==> config.mk <==
export PLATFORM = sky130hd
export DESIGN_NAME = serial_tx_gated
export DESIGN_NICKNAME = d
export VERILOG_FILES = /design/src/rtl/serial_tx_gated_pkg.sv /design/src/rtl/tx_pace.sv /design/src/rtl/tx_holdbuf.sv /design/src/rtl/tx_irq_flag.sv /design/src/rtl/serial_tx_gated.sv
export SDC_FILE = /design/constraint.sdc
export NUM_CORES = 1
export LEC_CHECK = 0
export BUFFER_PORTS_ARGS = -buffer_cell sky130_fd_sc_hd__clkbuf_2
export CAP_MARGIN = 0
export CORE_AREA = 2 2 104 106
export DETAILED_ROUTE_END_ITERATION = 6
export DIE_AREA = 0 0 106 108
export PLACE_DENSITY = 0.42
export RECOVER_POWER = 25
export SYNTH_ARGS = -nofsm -noshare
export SYNTH_HDL_FRONTEND = slang
export SYNTH_SLANG_ARGS = --single-unit
==> constraint.sdc <==
create_clock -name clk -period 2.79 [get_ports clk]
set_clock_uncertainty 0.15 [all_clocks]
set_input_delay 0.558 -clock clk [delete_from_list [all_inputs] [get_ports clk]]
set_output_delay 0.558 -clock clk [all_outputs]
set_load 0.01 [all_outputs]
==> src/rtl/serial_tx_gated_pkg.sv <==
package serial_tx_gated_pkg;

    localparam int DAT_W = 9;

    typedef enum logic [2:0] {
        ST_IDLE,
        ST_START,
        ST_DATA,
        ST_PAR,
        ST_STOP1,
        ST_STOP2
    } tx_state_t;

    // Index of the final data bit for a length code.
    function automatic logic [3:0] last_bit_idx(input logic [1:0] len);
        unique case (len)
            2'd0:    return 4'd6;
            2'd2:    return 4'd8;
            default: return 4'd7;
        endcase
    endfunction

    // Parity over the configured bits only; odd inverts.
    function automatic logic frame_parity(input logic [DAT_W-1:0] d,
                                          input logic [1:0] len,
                                          input logic odd);
        logic [DAT_W-1:0] mask;
        unique case (len)
            2'd0:    mask = 9'h07F;
            2'd2:    mask = 9'h1FF;
            default: mask = 9'h0FF;
        endcase
        return (^(d & mask)) ^ odd;
    endfunction

endpackage

==> src/rtl/tx_pace.sv <==
module tx_pace #(
    parameter int DIV_W = 8,
    parameter int OVS   = 16
) (
    input  logic             clk,
    input  logic             rst_n,
    input  logic             clr,
    input  logic [DIV_W-1:0] div,
    output logic             tick
);
    localparam int CNT_W = DIV_W + $clog2(OVS);

    logic [CNT_W:0]   span;
    logic [CNT_W-1:0] last_q;
    logic [CNT_W-1:0] cnt_q;

    assign span   = ((CNT_W+1)'(div) + (CNT_W+1)'(1)) * (CNT_W+1)'(OVS);
    assign last_q = CNT_W'(span - (CNT_W+1)'(1));
    assign tick   = !clr && (cnt_q == last_q);

    always_ff @(posedge clk or negedge rst_n) begin
        if (!rst_n)
            cnt_q <= '0;
        else if (clr || tick)
            cnt_q <= '0;
        else
            cnt_q <= cnt_q + CNT_W'(1);
    end
endmodule

==> src/rtl/tx_holdbuf.sv <==
module tx_holdbuf #(
    parameter int W = 9
) (
    input  logic         clk,
    input  logic         rst_n,
    input  logic         wr,
    input  logic [W-1:0] wdata,
    input  logic         take,
    output logic         full,
    output logic [W-1:0] data
);
    always_ff @(posedge clk or negedge rst_n) begin
        if (!rst_n) begin
            full <= 1'b0;
            data <= '0;
        end else begin
            if (wr)
                data <= wdata;
            if (wr)
                full <= 1'b1;
            else if (take)
                full <= 1'b0;
        end
    end
endmodule

==> src/rtl/tx_irq_flag.sv <==
module tx_irq_flag (
    input  logic clk,
    input  logic rst_n,
    input  logic set,
    input  logic ack,
    output logic flag
);
    always_ff @(posedge clk or negedge rst_n) begin
        if (!rst_n)
            flag <= 1'b0;
        else if (set)
            flag <= 1'b1;
        else if (ack)
            flag <= 1'b0;
    end
endmodule

==> src/rtl/serial_tx_gated.sv <==
module serial_tx_gated
    import serial_tx_gated_pkg::*;
#(
    parameter int DIV_W = 8,
    parameter int OVS   = 16
) (
    input  logic             clk,
    input  logic             rst_n,
    input  logic [DIV_W-1:0] cfg_div,
    input  logic [1:0]       cfg_len,
    input  logic             cfg_par_en,
    input  logic             cfg_par_odd,
    input  logic             cfg_two_stop,
    input  logic             cfg_cts_en,
    input  logic             cfg_irq_sel,
    input  logic             tx_en,
    input  logic             wr_valid,
    input  logic [8:0]       wr_data,
    input  logic             cts_n,
    input  logic             irq_ack,
    output logic             txd,
    output logic             buf_empty,
    output logic             sreg_empty,
    output logic             irq
);
    tx_state_t        state_q, state_d;
    logic [DAT_W-1:0] sh_q;
    logic [3:0]       idx_q;
    logic             par_q;

    logic             tick;
    logic             buf_full;
    logic [DAT_W-1:0] buf_data;
    logic             cts_ok, may_load, frame_end, load, irq_set;

    assign cts_ok    = !cfg_cts_en || !cts_n;
    assign may_load  = tx_en && buf_full && cts_ok;
    assign frame_end = tick && ((state_q == ST_STOP1 && !cfg_two_stop) ||
                                 state_q == ST_STOP2);
    assign load      = may_load && (state_q == ST_IDLE || frame_end);
    assign irq_set   = cfg_irq_sel ? (frame_end && !load) : load;

    tx_pace #(.DIV_W(DIV_W), .OVS(OVS)) u_pace (
        .clk  (clk),
        .rst_n(rst_n),
        .clr  (state_q == ST_IDLE),
        .div  (cfg_div),
        .tick (tick)
    );

    tx_holdbuf #(.W(DAT_W)) u_buf (
        .clk  (clk),
        .rst_n(rst_n),
        .wr   (wr_valid),
        .wdata(wr_data),
        .take (load),
        .full (buf_full),
        .data (buf_data)
    );

    tx_irq_flag u_irq (
        .clk  (clk),
        .rst_n(rst_n),
        .set  (irq_set),
        .ack  (irq_ack),
        .flag (irq)
    );

    // State register and shift datapath
    always_ff @(posedge clk or negedge rst_n) begin
        if (!rst_n) begin
            state_q <= ST_IDLE;
            sh_q    <= '0;
            idx_q   <= '0;
            par_q   <= 1'b0;
        end else begin
            state_q <= state_d;
            if (load) begin
                sh_q  <= buf_data;
                idx_q <= '0;
                par_q <= frame_parity(buf_data, cfg_len, cfg_par_odd);
            end else if (state_q == ST_DATA && tick) begin
                sh_q  <= sh_q >> 1;
                idx_q <= idx_q + 4'd1;
            end
        end
    end

    // Next-state logic
    always_comb begin
        state_d = state_q;
        unique case (state_q)
            ST_IDLE:  if (load) state_d = ST_START;
            ST_START: if (tick) state_d = ST_DATA;
            ST_DATA:
                if (tick && idx_q == last_bit_idx(cfg_len))
                    state_d = cfg_par_en ? ST_PAR : ST_STOP1;
            ST_PAR:   if (tick) state_d = ST_STOP1;
            ST_STOP1:
                if (tick) begin
                    if (cfg_two_stop) state_d = ST_STOP2;
                    else              state_d = load ? ST_START : ST_IDLE;
                end
            ST_STOP2: if (tick) state_d = load ? ST_START : ST_IDLE;
            default:  state_d = ST_IDLE;
        endcase
    end

    // Outputs
    always_comb begin
        unique case (state_q)
            ST_START: txd = 1'b0;
            ST_DATA:  txd = sh_q[0];
            ST_PAR:   txd = par_q;
            default:  txd = 1'b1;
        endcase
        sreg_empty = (state_q == ST_IDLE);
        buf_empty  = !buf_full;
    end
endmodule

==> results.md, run 1 <==
Outcome:
- The flow ran to the end, but the final reports show violations.
- The checks that failed: setup timing.

Setup path:
- The register-to-register setup slack is -30 ps.
- The stage delay of the slowest cell on the critical path is ~430 ps.
- The worst-path cell with the longest stage delay is sky130_fd_sc_hd__or4_4.
- Counting both buffers and inverters, the worst setup path holds a total of 2.
- In this run the worst path has a maximum fanout of 6.
- STA puts the critical path data required time at 2840 ps.
- The startpoint identified for the worst register-to-register timing path is u_pace.cnt_q[11].
- In this run the critical register-to-register path is captured at idx_q[0].
- The depth of the most critical reg-to-reg path is 10.
- Broken down by cell family, the worst path's largest delay share belongs to compound AO/OA/AOI/OAI gates.
- The signal on the critical path passes through clkbuf_16 -> ha_4 -> or3_4 -> o31ai_4 -> mux2_4 -> or4_4 -> o211ai_4 -> a2111oi_4 -> buf_4 -> a22o_1 -> a21o_1.
- The critical path is of the input port to flip-flop type.
- The critical path endpoint category is a flip-flop.
- The arrival time at the worst endpoint is just over 3000 ps.
- The worst setup path is launched from an input port.

STA:
- Setup repair after global routing could not meet its margin everywhere.
- Subtracting the final worst setup slack from the clock period gives 2990 ps.
- Across all setup checks in the final design, the least slack found is -203 ps.
- The number of max-slew violations in the final report is 0.
- Static timing analysis puts the maximum clock frequency at ~0.33 GHz.
- In this run the tightest slew margin relative to its limit is 9.48%.
- The setup violation total in the final timing report is 25.
- The transition time of the tightest slew-check pin is 1360 ps.
- The number of hold violations in the final report was 0.
- The share of the clock period used by the worst path is 107%.

Hold path:
- The worst hold path belongs to the class flip-flop to flip-flop.
- The hold-critical path endpoint is u_pace.cnt_q[0].
- Along the worst hold path, the cell count comes to 1.
- The startpoint identified for the worst hold timing path is u_pace.cnt_q[0].

Drt:
- The number of iterations in the first detailed-routing pass is 4.
- The via count normalized by instance count is 4.58.
- For this run, design rule violations remaining after detail routing come to 0.
- The number of nets with antenna violations after detailed routing is 0.
- Detailed routing inserted a total of ~2100 vias.
- The per-cell routed wire length is 13.5 µm.
- After the first detailed-routing iteration, the DRC count stood at 60.
- The aggregate routed wire length is around 6.3 mm.

Yosys:
- Synthesis produced a netlist with a net count of just under 300.
- The Yosys step of the flow raised 0 warnings.
- Summed over its instances, the top area cell type makes up between 30% and 40% of the synthesized netlist area.
- The cell taking the most area after synthesis is sky130_fd_sc_hd__dfrtp_1.
- The mapped netlist covers 2530 µm².
- The average instance area after synthesis is between 9 and 10 µm².
- The number of instances in the synthesized netlist is 260.
- The synthesized design contains 0 enable-type register cells.
- The prevailing post-synth register cell is sky130_fd_sc_hd__dfrtp_1.
- The flip-flop and latch count after synthesis is 40.
- The sequential cell area fraction in the yosys report is 39.5%.
- The number of distinct standard cells referenced by the synthesized netlist is 58.
- Ranked by total cell area, the synthesized netlist is headed by sky130_fd_sc_hd__dfrtp_1, sky130_fd_sc_hd__xnor2_1, sky130_fd_sc_hd__xor2_1, sky130_fd_sc_hd__mux2_2, sky130_fd_sc_hd__a21o_1.
- After synthesis, the share of flip-flops with an asynchronous set or reset is 100%.

Clock network:
- The buffer type at the clock tree root is sky130_fd_sc_hd__clkbuf_8.
- The source-to-sink clock delay at the later pin of the worst-skew pair is 300 ps.
- The CTS H-tree depth is 2.
- The total number of clock tree sinks is 40.
- The TritonCTS clock tree is built.
- The clock-pin slew on the worst setup and hold paths is about 90 ps.
- The post-cts hold buffer count is 0.
- The number of buffers on the longest clock path is 2.
- TritonCTS created 5 clock buffers.

Placed design:
- Once detailed placement completed, the half-perimeter wirelength came to 4.52 mm.
- The number of buffer cells added on primary ports is 33.
- Once placement completed, the tool counted placed cells totaling between 400 and 500.
- The area of placed instances is approximately 3200 µm².
- At the end of routability-driven placement, the weighted congestion stood at 0.757.

Finish:
- From synthesis to final layout, the design area changed by 37.4%.
- The most common cell after layout, fill and taps aside is sky130_fd_sc_hd__dfrtp_1.
- The final cell count without fillers is 466.
- 0 antenna diodes ended up in the layout.
- In the final layout, the share of cells above drive strength 1 is around 38%.
- The library cells used most frequently in the layout, excluding fill and tap cells, are sky130_fd_sc_hd__dfrtp_1, sky130_fd_sc_hd__buf_4, sky130_fd_sc_hd__clkbuf_2.
- The number of nets in the final layout is 363.
- The cell area after layout is 3480 µm².
- After filler insertion, the fill cell instance count of the layout stands at 1062.

Global route:
- The total global routing track utilization is 11.7%.
- Entering global routing, the biggest net connects 25 pins.
- For this run the aggregate overflow at the end of global routing stands at 0.
- The via count of the first global-routing pass is 2203.
- The number of antenna violations at the first check in global routing came to 0.
- The first global-routing pass estimated between 10 and 15 mm of wire.

Die:
- The floorplan step defined a die boundary enclosing 11400 µm².
- The floorplan step set the die width to 106 µm.
- In this run the core area contains 37 standard-cell rows.
- The effective utilization at floorplan is between 20% and 30%.
- The height of the die is 108 µm.
- The core region area is ~10000 µm².
- 34 I/O pins were placed.

Pwr:
- The worst voltage drop across the vdd grid is 0.211 mV.
- The overall power of the completed layout is 1.73 mW.
- The power per unit of standard cell area is 498 nW/µm².
- In this run the static leakage power is 1.58 nW.

Run:
- Max-cap violations in this run came to 0.
==> power by group <==
| part | switching (mW) | total [mW] | internal [mW] |
|---|---|---|---|
| clock network | 0.220 | 0.513 | 0.293 |
| logic | 0.215 | 0.449 | 0.234 |
| registers | 0.0914 | 0.772 | 0.680 |
| total | 0.527 | 1.73 | 1.21 |
==> flip-flops by register name, indices dropped and copies added, names as in the netlist <==
register,count
idx_q,4
par_q,1
sh_q,9
state_q,3
u_buf.data,9
u_buf.full,1
u_irq.flag,1
u_pace.cnt_q,12
==> worst register-to-register path: cells and delay by family, from the launching register on <==
family                    cells  cell delay, ps
AOI/OAI and AO/OA             2             770
buffers and inverters         3             540
and+or+nand+nor               3             430
DFF                           1             400
muxes                         1             250
xor gates and xnor gates      1             200
==> final cells by class <==
class	instances	area, µm²	share of cell area [%]
Tap cell	136	170	4.89
Clock buffer	6	82.6	2.37
Timing Repair Buffer	71	531	15.2
Clock inverter	2	38.8	1.11
Sequential cell	40	1000	28.7
Inverter	8	30.0	0.862
Multi-Input combinational cell	203	1630	46.8
==> logic make-up after synthesis <==
| kind of cell | after synthesis | synth area share, % |
|---|---|---|
| adder cells (fa/ha/maj) | 4 | 1.97 |
| AND/OR/NAND/NOR | 91 | 19.0 |
| multiplexers | 12 | 5.28 |
| buffers and inverters | 19 | 3.75 |
| XOR/XNOR | 29 | 10.0 |
| AO/OA/AOI/OAI | 65 | 20.5 |
| flip-flops | 40 | 39.5 |
==> what timing repair did <==
action / CTS / global route
pin swaps: 10 / 15
endpoints found under the setup margin: 31 / 31
resized for setup: 24 / 9
setup buffers: 0 / 1
gates cloned: 4 / 0
==> metrics by stage <==
step                      setup slack, ps  utilization [%]  hold slack (ps)  setup TNS, ps
after floorplan                      -363                -              112          -7810
after global placement               -615             31.0              307         -16600
after detailed placement             -634             31.0              314         -17390
after CTS                            -223             33.6              133          -3470
after global routing                 -284             34.0              321          -5150
final                                -203             34.0              315          -2580
==> worst max path at each step <==
stage,from,to,slack (ps),depth (start not counted)
2_1_floorplan,cfg_div[3],sh_q[3],-360,10
3_3_place_gp,cfg_div[0],sh_q[7],-610,11
3_5_place_dp,cfg_div[0],sh_q[4],-630,11
4_1_cts,cfg_div[0],sh_q[1],-220,11
5_1_grt,cfg_div[0],idx_q[0],-280,11
6_report,cfg_div[0],sh_q[0],-200,11
==> synth_stat cells, types with 2 or more instances <==
library cell and count:
sky130_fd_sc_hd__dfrtp_1 40, sky130_fd_sc_hd__nor2_1 22, sky130_fd_sc_hd__nand2_1 15, sky130_fd_sc_hd__xnor2_1 15, sky130_fd_sc_hd__xor2_1 14, sky130_fd_sc_hd__a21o_1 12
sky130_fd_sc_hd__a21oi_1 11, sky130_fd_sc_hd__nand3_1 11, sky130_fd_sc_hd__mux2_2 10, sky130_fd_sc_hd__o21ai_0 9, sky130_fd_sc_hd__a22o_1 8, sky130_fd_sc_hd__inv_1 8
sky130_fd_sc_hd__and3_1 6, sky130_fd_sc_hd__nand2b_1 6, sky130_fd_sc_hd__nor3_1 5, sky130_fd_sc_hd__or3_1 5, sky130_fd_sc_hd__buf_2 4, sky130_fd_sc_hd__clkbuf_1 4
sky130_fd_sc_hd__ha_1 4, sky130_fd_sc_hd__nand4_1 4, sky130_fd_sc_hd__a211oi_1 3, sky130_fd_sc_hd__a22oi_1 2, sky130_fd_sc_hd__and3b_1 2, sky130_fd_sc_hd__buf_6 2
sky130_fd_sc_hd__nand3b_1 2, sky130_fd_sc_hd__nor2b_1 2, sky130_fd_sc_hd__nor4_1 2, sky130_fd_sc_hd__o31ai_2 2
==> layer usage <==
layer / share of wire (%) / GRT usage (%) / vias up
li1: - / - / 1085
met1: 50 / 15.8 / 1016
met2: 46 / 19.1 / 29
met3: 2.7 / 2.17 / 6
met4: 1.3 / 3.38 / 0
met5: 0 / 0 / -
Note: power is estimated with default switching activity, not from simulation.
==> inputs of run 2 (changes only) <==
- SKIP_CTS_REPAIR_TIMING: unset -> 1
- clock period: 2.79 -> 2.4 ns (I/O delays scaled with it)
==> run 2 against run 1 <==
  * The flow still finishes with violations (setup timing)
  * Sequential share of layout area decreased by 0.082 points
  * Sequential power increased by 14%
  * First-iteration DRC count increased by 33%
  * Via count increased by 2.0%
  * Worst setup slack got worse by 330 ps
  * Clock power increased by 25%
  * Design area increased by 0.29%
  * Register-to-register slack got worse by 330 ps
  * Wire length decreased by 6.4%
  * Hold slack got worse by 47 ps
  * Die area unchanged
  * Largest power group unchanged
==> results.md, run 2 (synthesis gave the netlist of run 1 again) <==
Pwr:
- For this design the static power due to leakage is 1.62 nW.
- In this run the power density over the cells is 605 nW/µm².
- VDD sags by at most between 0.2 and 0.25 mV.
- The overall power of the completed layout is 2.11 mW.

STA:
- The setup slack of the critical path after layout is -530 ps.
- Setup repair after global routing could not meet its margin everywhere.
- The setup violation total in the final timing report is 31.
- For the pin with the worst max-slew slack, the measured transition is 1300 ps.
- The worst max-slew margin expressed relative to the limit is 13.1%.
- The number of max-slew violations in the final report is 0.
- The maximum operating frequency is 0.341 GHz.
- The number of hold violations in the final report is 0.
- The total negative setup slack is -13200 ps.
- Of the available clock period, the critical path in the final layout requires 122%.
- For the finished layout, the period the worst path requires is 2930 ps.

Drt:
- After detailed routing, the number of vias per cell comes to 4.58.
- In the final routed layout, each cell accounts on average for 12.4 µm.
- The number of DRC violations after detailed-routing iteration 0 is 80.
- The via total after detailed routing is ~2200.
- The DRC violation count after routing is 0.
- Before antenna repair, the detailed router went through 4 iterations.
- Wires add up to 5.90 mm.
- The number of nets with antenna violations after detailed routing is 0.

Clock network:
- The TritonCTS clock tree is built.
- Clock-pin slew was measured on the worst setup and hold paths at 80 ps.
- The CTS H-tree depth is 2.
- The clock passes through at most 2 buffers.
- Counting the buffers created by CTS gives 5.
- The buffer type at the clock tree root is sky130_fd_sc_hd__clkbuf_8.
- CTS saw 40 sinks.
- The clock reaches the later pin of the worst-skew pair after around 290 ps.

Setup path:
- STA puts the critical path data arrival time at 2960 ps.
- The critical path endpoint category is a flip-flop.
- For this design, the slowest cell found on the critical path is sky130_fd_sc_hd__or4_4.
- For this run, the slowest stage of the critical path takes between 400 and 500 ps.
- The critical path data required time is 2430 ps.
- Walking the worst path, the cells encountered are buf_12 -> ha_4 -> or3_4 -> o31ai_4 -> mux2_4 -> or4_4 -> o211ai_4 -> a2111oi_4 -> buf_4 -> buf_6 -> a22o_1 -> a21o_1.
- Counting cells, the worst reg-to-reg path comes to 9.
- The critical path is of the input port to flip-flop type.
- The startpoint class of the critical path is an input port.
- Of all nets on the critical path, the largest fanout is 7.

Finish:
- Once layout is complete, the utilization of the core stands at 34.1%.
- Leaving out fill and tap cells, the most frequent cell in the layout is sky130_fd_sc_hd__buf_4.
- Cells with a size suffix above 1 make up 37.1% of the layout.
- The register with the most flip-flops is u_pace.cnt_q.
- The relative area change from synthesis to final layout is 37.8%.
- The register with the most flip-flops in the layout has 12 of them.
- The cell area after layout is 3490 µm².
- In the final design database the tool counted 374 nets.
- The multi-input combinational cells in the finished layout cover a total of 1570 µm².
- The number of diodes is 0.
- In the final layout, flip-flops and latches occupy 1000 µm².
- Leaving out fill and tap cells, the most frequent cells in the layout are sky130_fd_sc_hd__buf_4, sky130_fd_sc_hd__dfrtp_1, sky130_fd_sc_hd__clkbuf_2.
- The largest registers in the layout are u_pace.cnt_q (12), sh_q (9), u_buf.data (9).
- The number of inserted filler cells in the final layout is 1046.

Die:
- The die outline width is 106 µm.
- Once the floorplan was initialized, standard cells occupied about a quarter of the core.
- The core region area is 10200 µm².
- After floorplanning, the core was divided into 37 placement rows.
- Pin placement for this block handled 34 I/O pins.
- The floorplan die area is 11400 µm².
- The die is 108 µm tall.

Placed design:
- The final weighted congestion of routability-driven global placement is 0.799.
- The HPWL after detailed placement is 4.65 mm.
- The post-placement worst setup slack is -968 ps.
- In this run the tool buffered the top-level ports with 33 buffer cells.
- The placed instances occupy a cell area of about 3200 µm².

Run:
- The max-capacitance violation count is 0.

Global route:
- The via count of the first global-routing pass is 2064.
- The number of antenna violations at the first check in global routing came to 0.
- The first global-routing pass estimated 10.1 mm of wire.
- After global routing the overflow that remains totals 0.
- The maximum number of pins on one net before global-route repair is 25.
- The total global routing track utilization is 10.9%.

Outcome:
- The checks that failed: setup timing.
- The run finished, with violations left.

Hold path:
- The class of the most critical hold timing path is input port to flip-flop.
- The worst hold path cell count is 2.
-- run 2: cell types whose count changed in the layout (fill, tap and decap cells not counted), moves of 2 or more --
cell	before	now
sky130_fd_sc_hd__buf_4	31	47
sky130_fd_sc_hd__buf_6	5	3
sky130_fd_sc_hd__a21oi_2	5	1
sky130_fd_sc_hd__a21oi_1	7	11
-- run 2: worst paths after layout --
path | from | to | slack [ps]
max in group asynchronous | rst_n | u_pace.cnt_q[5] | 970
worst min register to register | sh_q[3] | sh_q[3] | 330
worst max-delay path | cfg_div[0] | sh_q[0] | -530
min in group asynchronous | rst_n | idx_q[1] | 310
worst min-delay path | wr_data[2] | u_buf.data[2] | 270
worst max register to register | u_pace.cnt_q[5] | idx_q[0] | -360
-- run 2: cell type report --
cell class                 instances  share of cell area (%)
multi-input combinational        201                    44.9
sequential                        40                    28.7
timing repair buffer              84                    17.0
tap                              136                    4.87
clock buffer                       5                    1.97
clock inverter                     2                    1.72
inverter                           8                   0.860
-- run 2: metrics by stage --
step	instances	hold slack, ps
after detailed placement	463	316
after floorplan	260	34.4
after global routing	476	258
final	476	268
after CTS	470	51.1
after global placement	463	313
-- run 2: metal layers --
layer  global-route usage, %  vias to the layer above  wire length, µm
met2                    17.3                       27             2740
li1                        -                     1094                -
met4                    2.82                        0               62
met3                    1.99                        4              147
met5                       0                        -                0
met1                    15.4                     1054             2950
-- run 2: where the power goes --
part | leakage, nW | switching [mW] | internal [mW]
Combinational | 1.05 | 0.274 | 0.320
Clock | 0.0642 | 0.232 | 0.409
Sequential | 0.505 | 0.0865 | 0.791
-- run 2: worst max-delay path, delay by kind of cell --
kind	cells	cell delay [ps]
compound gates	5	740
fa+ha+maj	1	170
mux	1	320
buf+inv	3	410
simple gates	2	830
